File: src/rtl/adc_sched_pkg.sv
package adc_sched_pkg;
  typedef enum logic [2:0] {
    ST_IDLE     = 3'd0,
    ST_CUR_GO   = 3'd1,
    ST_CUR_WAIT = 3'd2,
    ST_AUX_GO   = 3'd3,
    ST_AUX_WAIT = 3'd4,
    ST_FIN      = 3'd5
  } seq_state_t;
endpackage

File: src/rtl/adc_sched_rotor.sv
module adc_sched_rotor #(
  parameter int NUM_AUX = 6,
  parameter int CH_W    = 3
) (
  input  logic            clk,
  input  logic            rst_n,
  input  logic            adv_i,
  output logic [CH_W-1:0] ptr_o
);
  localparam logic [CH_W-1:0] PTR_FIRST = CH_W'(1);
  localparam logic [CH_W-1:0] PTR_LAST  = CH_W'(NUM_AUX);

  logic [CH_W-1:0] ptr_q, ptr_d;

  always_comb begin
    ptr_d = ptr_q;
    if (adv_i) begin
      if (ptr_q == PTR_LAST) ptr_d = PTR_FIRST;
      else                   ptr_d = ptr_q + CH_W'(1);
    end
  end

  always_ff @(posedge clk or negedge rst_n) begin
    if (!rst_n)     ptr_q <= PTR_FIRST;
    else if (adv_i) ptr_q <= ptr_d;
  end

  assign ptr_o = ptr_q;

  AST_PTR_IN_RANGE: assert property (@(posedge clk) disable iff (!rst_n)
    (ptr_q >= PTR_FIRST) && (ptr_q <= PTR_LAST));
  AST_PTR_MOVES: assert property (@(posedge clk) disable iff (!rst_n)
    adv_i |=> (ptr_q != $past(ptr_q)));
endmodule

File: src/rtl/adc_sched_fsm.sv
module adc_sched_fsm
  import adc_sched_pkg::*;
#(
  parameter int CH_W  = 3,
  parameter int OVR_W = 8
) (
  input  logic             clk,
  input  logic             rst_n,
  input  logic             sync_i,
  input  logic [CH_W-1:0]  aux_ptr_i,
  input  logic             adc_done_i,
  output logic             adc_start_o,
  output logic [CH_W-1:0]  adc_chan_o,
  output logic             cur_wr_o,
  output logic             aux_wr_o,
  output logic             aux_adv_o,
  output logic             seq_done_o,
  output logic [OVR_W-1:0] ovr_cnt_o
);
  localparam logic [OVR_W-1:0] OVR_MAX = {OVR_W{1'b1}};

  seq_state_t       state_q, state_d;
  logic             sync_q;
  logic             sync_rise;
  logic [OVR_W-1:0] ovr_q, ovr_d;
  logic             ovr_en;

  assign sync_rise = sync_i & ~sync_q;

  always_comb begin
    state_d   = state_q;
    cur_wr_o  = 1'b0;
    aux_wr_o  = 1'b0;
    aux_adv_o = 1'b0;
    unique case (state_q)
      ST_IDLE:     if (sync_rise) state_d = ST_CUR_GO;
      ST_CUR_GO:   state_d = ST_CUR_WAIT;
      ST_CUR_WAIT: if (adc_done_i) begin
                     cur_wr_o = 1'b1;
                     state_d  = ST_AUX_GO;
                   end
      ST_AUX_GO:   state_d = ST_AUX_WAIT;
      ST_AUX_WAIT: if (adc_done_i) begin
                     aux_wr_o  = 1'b1;
                     aux_adv_o = 1'b1;
                     state_d   = ST_FIN;
                   end
      ST_FIN:      state_d = ST_IDLE;
      default:     state_d = ST_IDLE;
    endcase
  end

  always_comb begin
    ovr_en = sync_rise && (state_q != ST_IDLE) && (ovr_q != OVR_MAX);
    ovr_d  = ovr_q + OVR_W'(1);
  end

  always_ff @(posedge clk or negedge rst_n) begin
    if (!rst_n) begin
      state_q <= ST_IDLE;
      sync_q  <= 1'b0;
    end else begin
      state_q <= state_d;
      sync_q  <= sync_i;
    end
  end

  always_ff @(posedge clk or negedge rst_n) begin
    if (!rst_n)      ovr_q <= '0;
    else if (ovr_en) ovr_q <= ovr_d;
  end

  assign adc_start_o = (state_q == ST_CUR_GO) || (state_q == ST_AUX_GO);
  assign adc_chan_o  = ((state_q == ST_AUX_GO) || (state_q == ST_AUX_WAIT)) ? aux_ptr_i : '0;
  assign seq_done_o  = (state_q == ST_FIN);
  assign ovr_cnt_o   = ovr_q;

  AST_START_SINGLE: assert property (@(posedge clk) disable iff (!rst_n)
    adc_start_o |=> !adc_start_o);
  AST_IDLE_RISE_STARTS: assert property (@(posedge clk) disable iff (!rst_n)
    (state_q == ST_IDLE && sync_rise) |=> (adc_start_o && adc_chan_o == '0));
  AST_SEQ_DONE_SINGLE: assert property (@(posedge clk) disable iff (!rst_n)
    seq_done_o |=> !seq_done_o);
  AST_DONE_AFTER_AUX: assert property (@(posedge clk) disable iff (!rst_n)
    aux_wr_o |=> seq_done_o);
  AST_OVR_NO_DROP: assert property (@(posedge clk) disable iff (!rst_n)
    1'b1 |=> (ovr_q >= $past(ovr_q)));
endmodule

File: src/rtl/adc_sched_bank.sv
module adc_sched_bank #(
  parameter int NUM_CH = 7,
  parameter int CH_W   = 3,
  parameter int DW     = 12
) (
  input  logic            clk,
  input  logic            rst_n,
  input  logic            wr_en_i,
  input  logic [CH_W-1:0] wr_ch_i,
  input  logic [DW-1:0]   wr_data_i,
  input  logic            rd_en_i,
  input  logic [CH_W-1:0] rd_ch_i,
  output logic [DW-1:0]   rd_data_o,
  output logic            rd_fresh_o
);
  logic [DW-1:0]     data_q [NUM_CH];
  logic [NUM_CH-1:0] fresh_q;
  logic [NUM_CH-1:0] hit_wr, hit_rd;
  logic              rd_valid;

  for (genvar g = 0; g < NUM_CH; g++) begin : g_chan
    logic fresh_d;
    assign hit_wr[g] = wr_en_i && (wr_ch_i == CH_W'(g));
    assign hit_rd[g] = rd_en_i && (rd_ch_i == CH_W'(g));

    always_comb begin
      fresh_d = fresh_q[g];
      if (hit_wr[g])      fresh_d = 1'b1;
      else if (hit_rd[g]) fresh_d = 1'b0;
    end

    always_ff @(posedge clk or negedge rst_n) begin
      if (!rst_n)         data_q[g] <= '0;
      else if (hit_wr[g]) data_q[g] <= wr_data_i;
    end

    always_ff @(posedge clk or negedge rst_n) begin
      if (!rst_n) fresh_q[g] <= 1'b0;
      else        fresh_q[g] <= fresh_d;
    end
  end

  always_comb begin
    rd_data_o  = '0;
    rd_fresh_o = 1'b0;
    rd_valid   = 1'b0;
    for (int i = 0; i < NUM_CH; i++) begin
      if (rd_ch_i == CH_W'(i)) begin
        rd_data_o  = data_q[i];
        rd_fresh_o = fresh_q[i];
        rd_valid   = 1'b1;
      end
    end
  end

  AST_FRESH_AFTER_WRITE: assert property (@(posedge clk) disable iff (!rst_n)
    wr_en_i |=> fresh_q[$past(wr_ch_i)]);
  AST_READ_CLEARS: assert property (@(posedge clk) disable iff (!rst_n)
    (rd_en_i && rd_valid && !(wr_en_i && wr_ch_i == rd_ch_i)) |=> !fresh_q[$past(rd_ch_i)]);
endmodule

File: src/rtl/adc_sync_sched.sv
module adc_sync_sched #(
  parameter int NUM_AUX = 6,
  parameter int DW      = 12,
  parameter int OVR_W   = 8,
  localparam int NUM_CH = NUM_AUX + 1,
  localparam int CH_W   = $clog2(NUM_CH)
) (
  input  logic             clk,
  input  logic             rst_n,
  input  logic             pwm_sync_i,
  output logic [CH_W-1:0]  adc_chan_o,
  output logic             adc_start_o,
  input  logic             adc_done_i,
  input  logic [DW-1:0]    adc_data_i,
  input  logic             rd_en_i,
  input  logic [CH_W-1:0]  rd_chan_i,
  output logic [DW-1:0]    rd_data_o,
  output logic             rd_fresh_o,
  output logic             seq_done_o,
  output logic [OVR_W-1:0] ovr_count_o
);
  logic [CH_W-1:0] aux_ptr;
  logic            cur_wr, aux_wr, aux_adv;
  logic            wr_en;
  logic [CH_W-1:0] wr_ch;

  adc_sched_rotor #(.NUM_AUX(NUM_AUX), .CH_W(CH_W)) u_rotor (
    .clk   (clk),
    .rst_n (rst_n),
    .adv_i (aux_adv),
    .ptr_o (aux_ptr)
  );

  adc_sched_fsm #(.CH_W(CH_W), .OVR_W(OVR_W)) u_fsm (
    .clk         (clk),
    .rst_n       (rst_n),
    .sync_i      (pwm_sync_i),
    .aux_ptr_i   (aux_ptr),
    .adc_done_i  (adc_done_i),
    .adc_start_o (adc_start_o),
    .adc_chan_o  (adc_chan_o),
    .cur_wr_o    (cur_wr),
    .aux_wr_o    (aux_wr),
    .aux_adv_o   (aux_adv),
    .seq_done_o  (seq_done_o),
    .ovr_cnt_o   (ovr_count_o)
  );

  assign wr_en = cur_wr | aux_wr;
  assign wr_ch = aux_wr ? aux_ptr : '0;

  adc_sched_bank #(.NUM_CH(NUM_CH), .CH_W(CH_W), .DW(DW)) u_bank (
    .clk        (clk),
    .rst_n      (rst_n),
    .wr_en_i    (wr_en),
    .wr_ch_i    (wr_ch),
    .wr_data_i  (adc_data_i),
    .rd_en_i    (rd_en_i),
    .rd_ch_i    (rd_chan_i),
    .rd_data_o  (rd_data_o),
    .rd_fresh_o (rd_fresh_o)
  );

  AST_START_ONLY_WHEN_SELECTED: assert property (@(posedge clk) disable iff (!rst_n)
    (adc_start_o && adc_chan_o != '0) |-> (adc_chan_o == aux_ptr));
endmodule

File: config.mk
export PLATFORM = sky130hd
export DESIGN_NAME = adc_sync_sched
export DESIGN_NICKNAME = d
export VERILOG_FILES = /design/src/rtl/adc_sched_pkg.sv /design/src/rtl/adc_sched_rotor.sv /design/src/rtl/adc_sched_fsm.sv /design/src/rtl/adc_sched_bank.sv /design/src/rtl/adc_sync_sched.sv
export SDC_FILE = /design/constraint.sdc
export NUM_CORES = 1
export LEC_CHECK = 0
export BUFFER_PORTS_ARGS = -buffer_cell sky130_fd_sc_hd__buf_4
export CAP_MARGIN = 20
export CORE_MARGIN = 2
export CORE_UTILIZATION = 25
export CTS_CLUSTER_DIAMETER = 50
export DETAILED_ROUTE_END_ITERATION = 8
export HOLD_SLACK_MARGIN = 0.12
export PLACE_DENSITY = 0.41
export REMOVE_ABC_BUFFERS = 1
export SYNTH_ARGS = -nofsm -noshare
export SYNTH_HDL_FRONTEND = slang
export SYNTH_SLANG_ARGS = --single-unit
File: constraint.sdc
create_clock -name clk -period 2.4 [get_ports clk]
set_clock_uncertainty 0.15 [all_clocks]
set_input_delay 0.48 -clock clk [delete_from_list [all_inputs] [get_ports clk]]
set_output_delay 0.48 -clock clk [all_outputs]
set_load 0.01 [all_outputs]
==> flow_summary.json, run 1 <==
{
  "nFillCells": 2058,
  "die_area_um2": 21500,
  "crit_chain": "buf_4 -> and2_2 -> nor3_1 -> o221ai_1 -> a21oi_1 -> buf_4",
  "r2r_slack_ns": 0.29,
  "crit_type": "in -> out",
  "area_delta_synth_final_pct": 21.7,
  "max_cap_violations": 0,
  "cp-start-kind": "input port",
  "setup_viol": 0,
  "worst_ep_required_time_ns": 1.77,
  "max_freq_mhz": 425,
  "hold_depth": 2,
  "cts_tree": "done",
  "antenna_found_initial": 0,
  "endpoint_kind": "output port",
  "start_util": 0.252,
  "pin_count": 46,
  "syn_area_per_cell_um2": 12.9,
  "rr_worst_depth": 4,
  "max_slew_margin": 0.604,
  "hold_end": "u_bank.data_q[53]$_DFFE_PN0P_",
  "wl_um": 12100,
  "ys_warn_count": 0,
  "htreeDepth": 3,
  "final_common_cell": "dfrtp_1",
  "die_h_um": 146,
  "cp_max_fo": 13,
  "mostFrequentLayoutCells": "104 x dfrtp_1, 57 x mux2_2, 56 x buf_4",
  "gp_congestion": 0.721,
  "syn_inst": 393,
  "period_minus_slack_ns": 2.35,
  "drive_gt1_frac": 0.378,
  "worst_path_most_repeated_cell": "buf_4",
  "antenna_cells": 0,
  "grt_pass1_vias": 3422,
  "portBuffers": 45,
  "async_reset_ff_frac": 1.00,
  "hold_viol_final": 0,
  "drt_drc_violations_left": 0,
  "reg2reg_from": "u_fsm.state_q[1]$_DFFE_PN0P_",
  "cts-root-buf": "clkbuf_16",
  "clkLatencyLatePin_ns": 0.35,
  "max_stage_delay_ns": 0.30,
  "grt_overflow": 0,
  "cp.arrival_ns": 1.72,
  "core_um2": 20100,
  "p_leak_nw": 2.98,
  "place_hpwl_um": 7920,
  "status": "finished clean",
  "cts_buffers": 9,
  "cpLargestDelayFamily": "simple AND/OR/NAND/NOR gates",
  "ant_nets": 0,
  "tightestPinTransition_ns": 0.593,
  "vias": 3270,
  "drt_iter0_markers": 108,
  "track_usage": 0.119,
  "slowest_stage": "and2_2",
  "die_w_um": 146,
  "slew_violations": 0,
  "p_total_mw": 5.30,
  "hp-start": "adc_data_i[5]",
  "period_share": 0.980,
  "rsz0062_at_grt": "true",
  "rows": 52,
  "cts_setup_buffers": 0,
  "cts_max_path_buffers": 2,
  "worst-path-buf-inv": 2,
  "power_density_nw_per_um2": 858,
  "syn_area_um2": 5070,
  "synth.distinct_cells": 49,
  "grt_max_degree": 43,
  "fin_util": 0.307,
  "clock_sinks": 106,
  "drt-wirelength-per-cell_um": 16.8,
  "hold_path_class": "in -> reg",
  "via_per_inst": 4.54,
  "fin_nets": 466,
  "peakVddDrop_mv": 0.382,
  "grt_pass1_wl_um": 19500,
  "ys_seq_area_frac": 0.523,
  "dominantRegCellSynth": "dfrtp_1",
  "reg2reg_to": "u_bank.data_q[26]$_DFFE_PN0P_",
  "clkTransAtPathRegs_ns": 0.07,
  "first_pass_iters": 4,
  "ys_ff_latch": 106,
  "synth_edf_count": 0
}
## cell families after synthesis
| group | Yosys count | share of synthesized area |
|---|---|---|
| AOI/OAI and AO/OA | 58 | 0.0725 |
| buffers and inverters | 26 | 0.0296 |
| xor gates and xnor gates | 4 | 0.00690 |
| DFF | 106 | 0.523 |
| adders and majority gates | 1 | 0.00247 |
| muxes | 108 | 0.256 |
| and+or+nand+nor | 90 | 0.110 |
## flip-flops by register name (all words and copies together) (netlist names)
name / cells
u_fsm.state_q: 3
u_fsm.ovr_cnt_o: 8
u_fsm.sync_q: 1
u_rotor.ptr_o: 3
u_bank.data_q: 84
u_bank.fresh_q: 7
## timing repair
action	in CTS	in global routing
gates resized for setup	3	4
setup endpoints to repair	5	8
cloned	0	0
hold endpoints to repair	40	0
hold buffers	2	0
## synth_stat cells (all sizes together), types with 2 or more instances
| library cell | n | area [um2] |
|---|---|---|
| nor2b | 3 | 18.8 |
| inv | 2 | 7.51 |
| mux2 | 87 | 1010 |
| nor3 | 16 | 91.3 |
| nand4 | 2 | 12.5 |
| clkbuf | 7 | 27.5 |
| o31ai | 2 | 15.0 |
| a211oi | 7 | 52.6 |
| xor2 | 2 | 17.5 |
| mux4 | 6 | 135 |
| o21ai | 9 | 48.8 |
| nand4b | 3 | 71.3 |
| a31oi | 2 | 12.5 |
| and2 | 4 | 25.0 |
| nand3 | 3 | 15.0 |
| and3 | 2 | 12.5 |
| o221ai | 7 | 61.3 |
| and4bb | 2 | 28.8 |
| xnor2 | 2 | 17.5 |
| nand2 | 12 | 47.6 |
| buf | 17 | 115 |
| mux2i | 15 | 150 |
| nor3b | 2 | 20.0 |
| nor2 | 26 | 100 |
| nand2b | 11 | 76.3 |
| a21oi | 28 | 140 |
| dfrtp | 105 | 2630 |
## layout make-up
type                    instances  area [um2]  area share
flip-flops and latches        106        2660       0.430
multi-input cells             261        2290       0.371
repair buffers                 65         581      0.0940
well taps                     270         338      0.0547
clock buffers                  10         239      0.0387
clock inverters                 6        66.3      0.0107
inverters                       2        7.51     0.00122
## layer usage
layer	GRT usage	wire (um)
met1	0.159	5780
met2	0.193	5830
met3	0.0288	361
met4	0.0301	124
met5	0	0
## power by group
| part | switching, mW | internal, mW |
|---|---|---|
| sequential | 0.321 | 2.18 |
| clock | 0.672 | 0.840 |
| combinational | 0.573 | 0.714 |
| total | 1.57 | 3.73 |
## metrics by stage
step	cells	setup WS (ns)	area, um2	hold WS [ns]	setup TNS [ns]
after detailed placement	702	-0.0942	5830	0.325	-0.270
final	720	0.0470	6180	0.257	0
after floorplan	369	0.204	4930	0.0344	0
after global routing	720	-0.0413	6180	0.250	-0.159
after CTS	720	0.0137	6170	0.239	0
after global placement	702	-0.0366	5830	0.312	-0.0661
## worst max-delay path by stage
stage | startpoint | cells past startpoint | slack (ns) | to
final | rd_chan_i[0] | 6 | 0.05 | rd_data_o[10]
after global routing | rd_chan_i[0] | 6 | -0.04 | rd_data_o[5]
after detailed placement | rd_chan_i[0] | 6 | -0.09 | rd_data_o[5]
after floorplan | u_fsm.state_q[1]$_DFFE_PN0P_ | 4 | 0.20 | u_bank.data_q[65]$_DFFE_PN0P_
after CTS | rd_chan_i[0] | 6 | 0.01 | rd_data_o[2]
after global placement | rd_chan_i[0] | 6 | -0.04 | rd_data_o[5]
## worst reg2reg max path: cells and delay by family (launching register included)
family        cells  cell delay, ns
simple gates      2            0.80
mux               1            0.38
buf+inv           1            0.20
flops             1            0.46
Note: power is estimated with default switching activity, not from simulation.
==> run 2, diff against run 1 <==
--- a/config.mk
+++ b/config.mk
@@ -5,14 +5,14 @@
 export SDC_FILE = /design/constraint.sdc
 export NUM_CORES = 1
 export LEC_CHECK = 0
-export BUFFER_PORTS_ARGS = -buffer_cell sky130_fd_sc_hd__buf_4
 export CAP_MARGIN = 20
 export CORE_MARGIN = 2
 export CORE_UTILIZATION = 25
 export CTS_CLUSTER_DIAMETER = 50
 export DETAILED_ROUTE_END_ITERATION = 8
+export DONT_BUFFER_PORTS = 1
 export HOLD_SLACK_MARGIN = 0.12
-export PLACE_DENSITY = 0.41
+export PLACE_DENSITY = 0.39
 export REMOVE_ABC_BUFFERS = 1
 export SYNTH_ARGS = -nofsm -noshare
 export SYNTH_HDL_FRONTEND = slang
==> run 2 against run 1 <==
Compared with the run above:
- the run now ends with negative hold slack left
- first-iteration DRC count decreased by 12%
- global-route usage hardly changed
- via count down 4.3%
- sequential share of layout area rose by 2.7 points
- highest routed layer unchanged
==> flow_summary.json, run 2 (same netlist as run 1, synthesis figures left out) <==
{
  "via_per_inst": 4.61,
  "max_cap_violations": 0,
  "max_freq_mhz": 421,
  "antenna_cells": 0,
  "rows": 52,
  "ant_nets": 0,
  "track_usage": 0.119,
  "first_pass_iters": 4,
  "clkTransAtPathRegs_ns": 0.07,
  "fin_nets": 425,
  "area_delta_synth_final_pct": 14.5,
  "vias": 3128,
  "hold-worst-slack_ns": -0.333,
  "stdcell_count": 678,
  "period_share": 0.990,
  "grt_pass1_vias": 3378,
  "cts_max_path_buffers": 2,
  "fin_tns_setup_ns": 0,
  "clock_sinks": 106,
  "clkLatencyLatePin_ns": 0.36,
  "start_util": 0.252,
  "cts-root-buf": "clkbuf_16",
  "setup_viol": 0,
  "period_minus_slack_ns": 2.38,
  "tightestPinTransition_ns": 0.606,
  "power_density_nw_per_um2": 866,
  "postCtsHoldBufs": 15,
  "rsz0062_at_grt": "true",
  "htreeDepth": 3,
  "cp.arrival_ns": 1.75,
  "die_w_um": 146,
  "largest_reg_flops": 84,
  "hold_viol_final": 106,
  "cts_buffers": 9,
  "antenna_found_initial": 0,
  "worst_ep_required_time_ns": 1.77,
  "crit_chain": "and2_1 -> nor3_1 -> o221ai_1 -> a21oi_1",
  "drt-wirelength-per-cell_um": 17.6,
  "seq_area_um2": 2650,
  "place_hpwl_um": 7320,
  "endpoint_kind": "output port",
  "hold_path_class": "in -> async",
  "cts_setup_buffers": 0,
  "status": "finished, violations left",
  "drt_drc_violations_left": 0,
  "cp_max_fo": 32,
  "drive_gt1_frac": 0.272,
  "pin_count": 46,
  "grt_pass1_wl_um": 19700,
  "cts_tree": "done",
  "die_area_um2": 21500,
  "drt_iter0_markers": 95,
  "wl_um": 11900,
  "max_stage_delay_ns": 0.40,
  "max_slew_margin": 0.596,
  "portBuffers": 0,
  "final_common_cell": "dfrtp_1",
  "slew_violations": 0,
  "cp-start-kind": "input port",
  "nFillCells": 2045,
  "grt_max_degree": 107,
  "p_leak_nw": 2.73,
  "die_h_um": 146,
  "mostFrequentLayoutCells": "105 x dfrtp_1, 57 x mux2_2, 27 x a21oi_1",
  "regMostFlops": "u_bank.data_q",
  "gp_congestion": 0.688,
  "violations": "negative hold slack",
  "peakVddDrop_mv": 0.325,
  "slowest_stage": "nor3_1",
  "grt_overflow": 0,
  "post-place-cells": 648,
  "crit_type": "in -> out",
  "multi_input_area_um2": 2280,
  "core_um2": 20100
}
==> run 2: changes by cell type in the layout (fill, tap and decap cells not counted), moves of 2 or more <==
cell,change
buf_12,-5
buf_4,-49
clkinv_4,-2
dlygate4sd3_1,+13
==> run 2: area by class of cell <==
class	instances	area share
tap	270	0.0581
sequential	106	0.457
clock inverter	5	0.00969
inverter	2	0.00129
multi-input combinational	261	0.393
clock buffer	10	0.0394
timing repair buffer	24	0.0418
==> run 2: worst paths after layout <==
path                            slack, ns                           from                             to  depth (start not counted)
worst max-delay path                 0.02                   rd_chan_i[0]                   rd_data_o[5]                          4
worst min-delay path                -0.33                          rst_n  u_bank.data_q[74]$_DFFE_PN0P_                          0
worst max register to register       0.22   u_fsm.state_q[0]$_DFFE_PN0P_  u_bank.data_q[26]$_DFFE_PN0P_                          3
worst min register to register       0.33  u_bank.data_q[55]$_DFFE_PN0P_  u_bank.data_q[55]$_DFFE_PN0P_                          1
max in group asynchronous            2.19                          rst_n   u_rotor.ptr_o[0]$_DFFE_PN1N_                          0
min in group clk                     0.13                     adc_done_i   u_fsm.state_q[0]$_DFFE_PN0P_                          2
==> run 2: power breakdown <==
group	total, mW	switching (mW)	internal (mW)
Combinational	1.06	0.468	0.590
Sequential	2.50	0.325	2.17
Clock	1.48	0.674	0.803
Total	5.03	1.47	3.57
==> run 2: per-layer routing <==
layer / routed length [um] / global-route usage / part of all wire
met5: 0 / 0 / 0
met4: 157 / 0.0350 / 0.013
met3: 583 / 0.0381 / 0.049
met2: 5410 / 0.188 / 0.45
met1: 5790 / 0.156 / 0.49
==> run 2: worst max-delay path: cells and delay by family <==
| kind | cells | cell delay (ns) |
|---|---|---|
| simple gates | 2 | 0.75 |
| compound gates | 2 | 0.50 |
==> run 2: timing repair <==
| item | CTS | global route |
|---|---|---|
| setup endpoints to repair | 0 | 6 |
| resized for setup | 0 | 3 |
| hold endpoints to repair | 188 | 106 |
==> run 2: per-stage QoR <==
step	setup slack [ns]	util	total power [mW]	instance area [um2]
finish	0.0231	0.289	5.03	5810
global route	-0.0957	0.289	5.36	5810
CTS	0.0217	0.288	5.13	5800
detailed placement	0.0151	0.267	3.57	5360
global placement	0.0144	0.267	3.53	5360
floorplan	0.204	-	3.29	4930
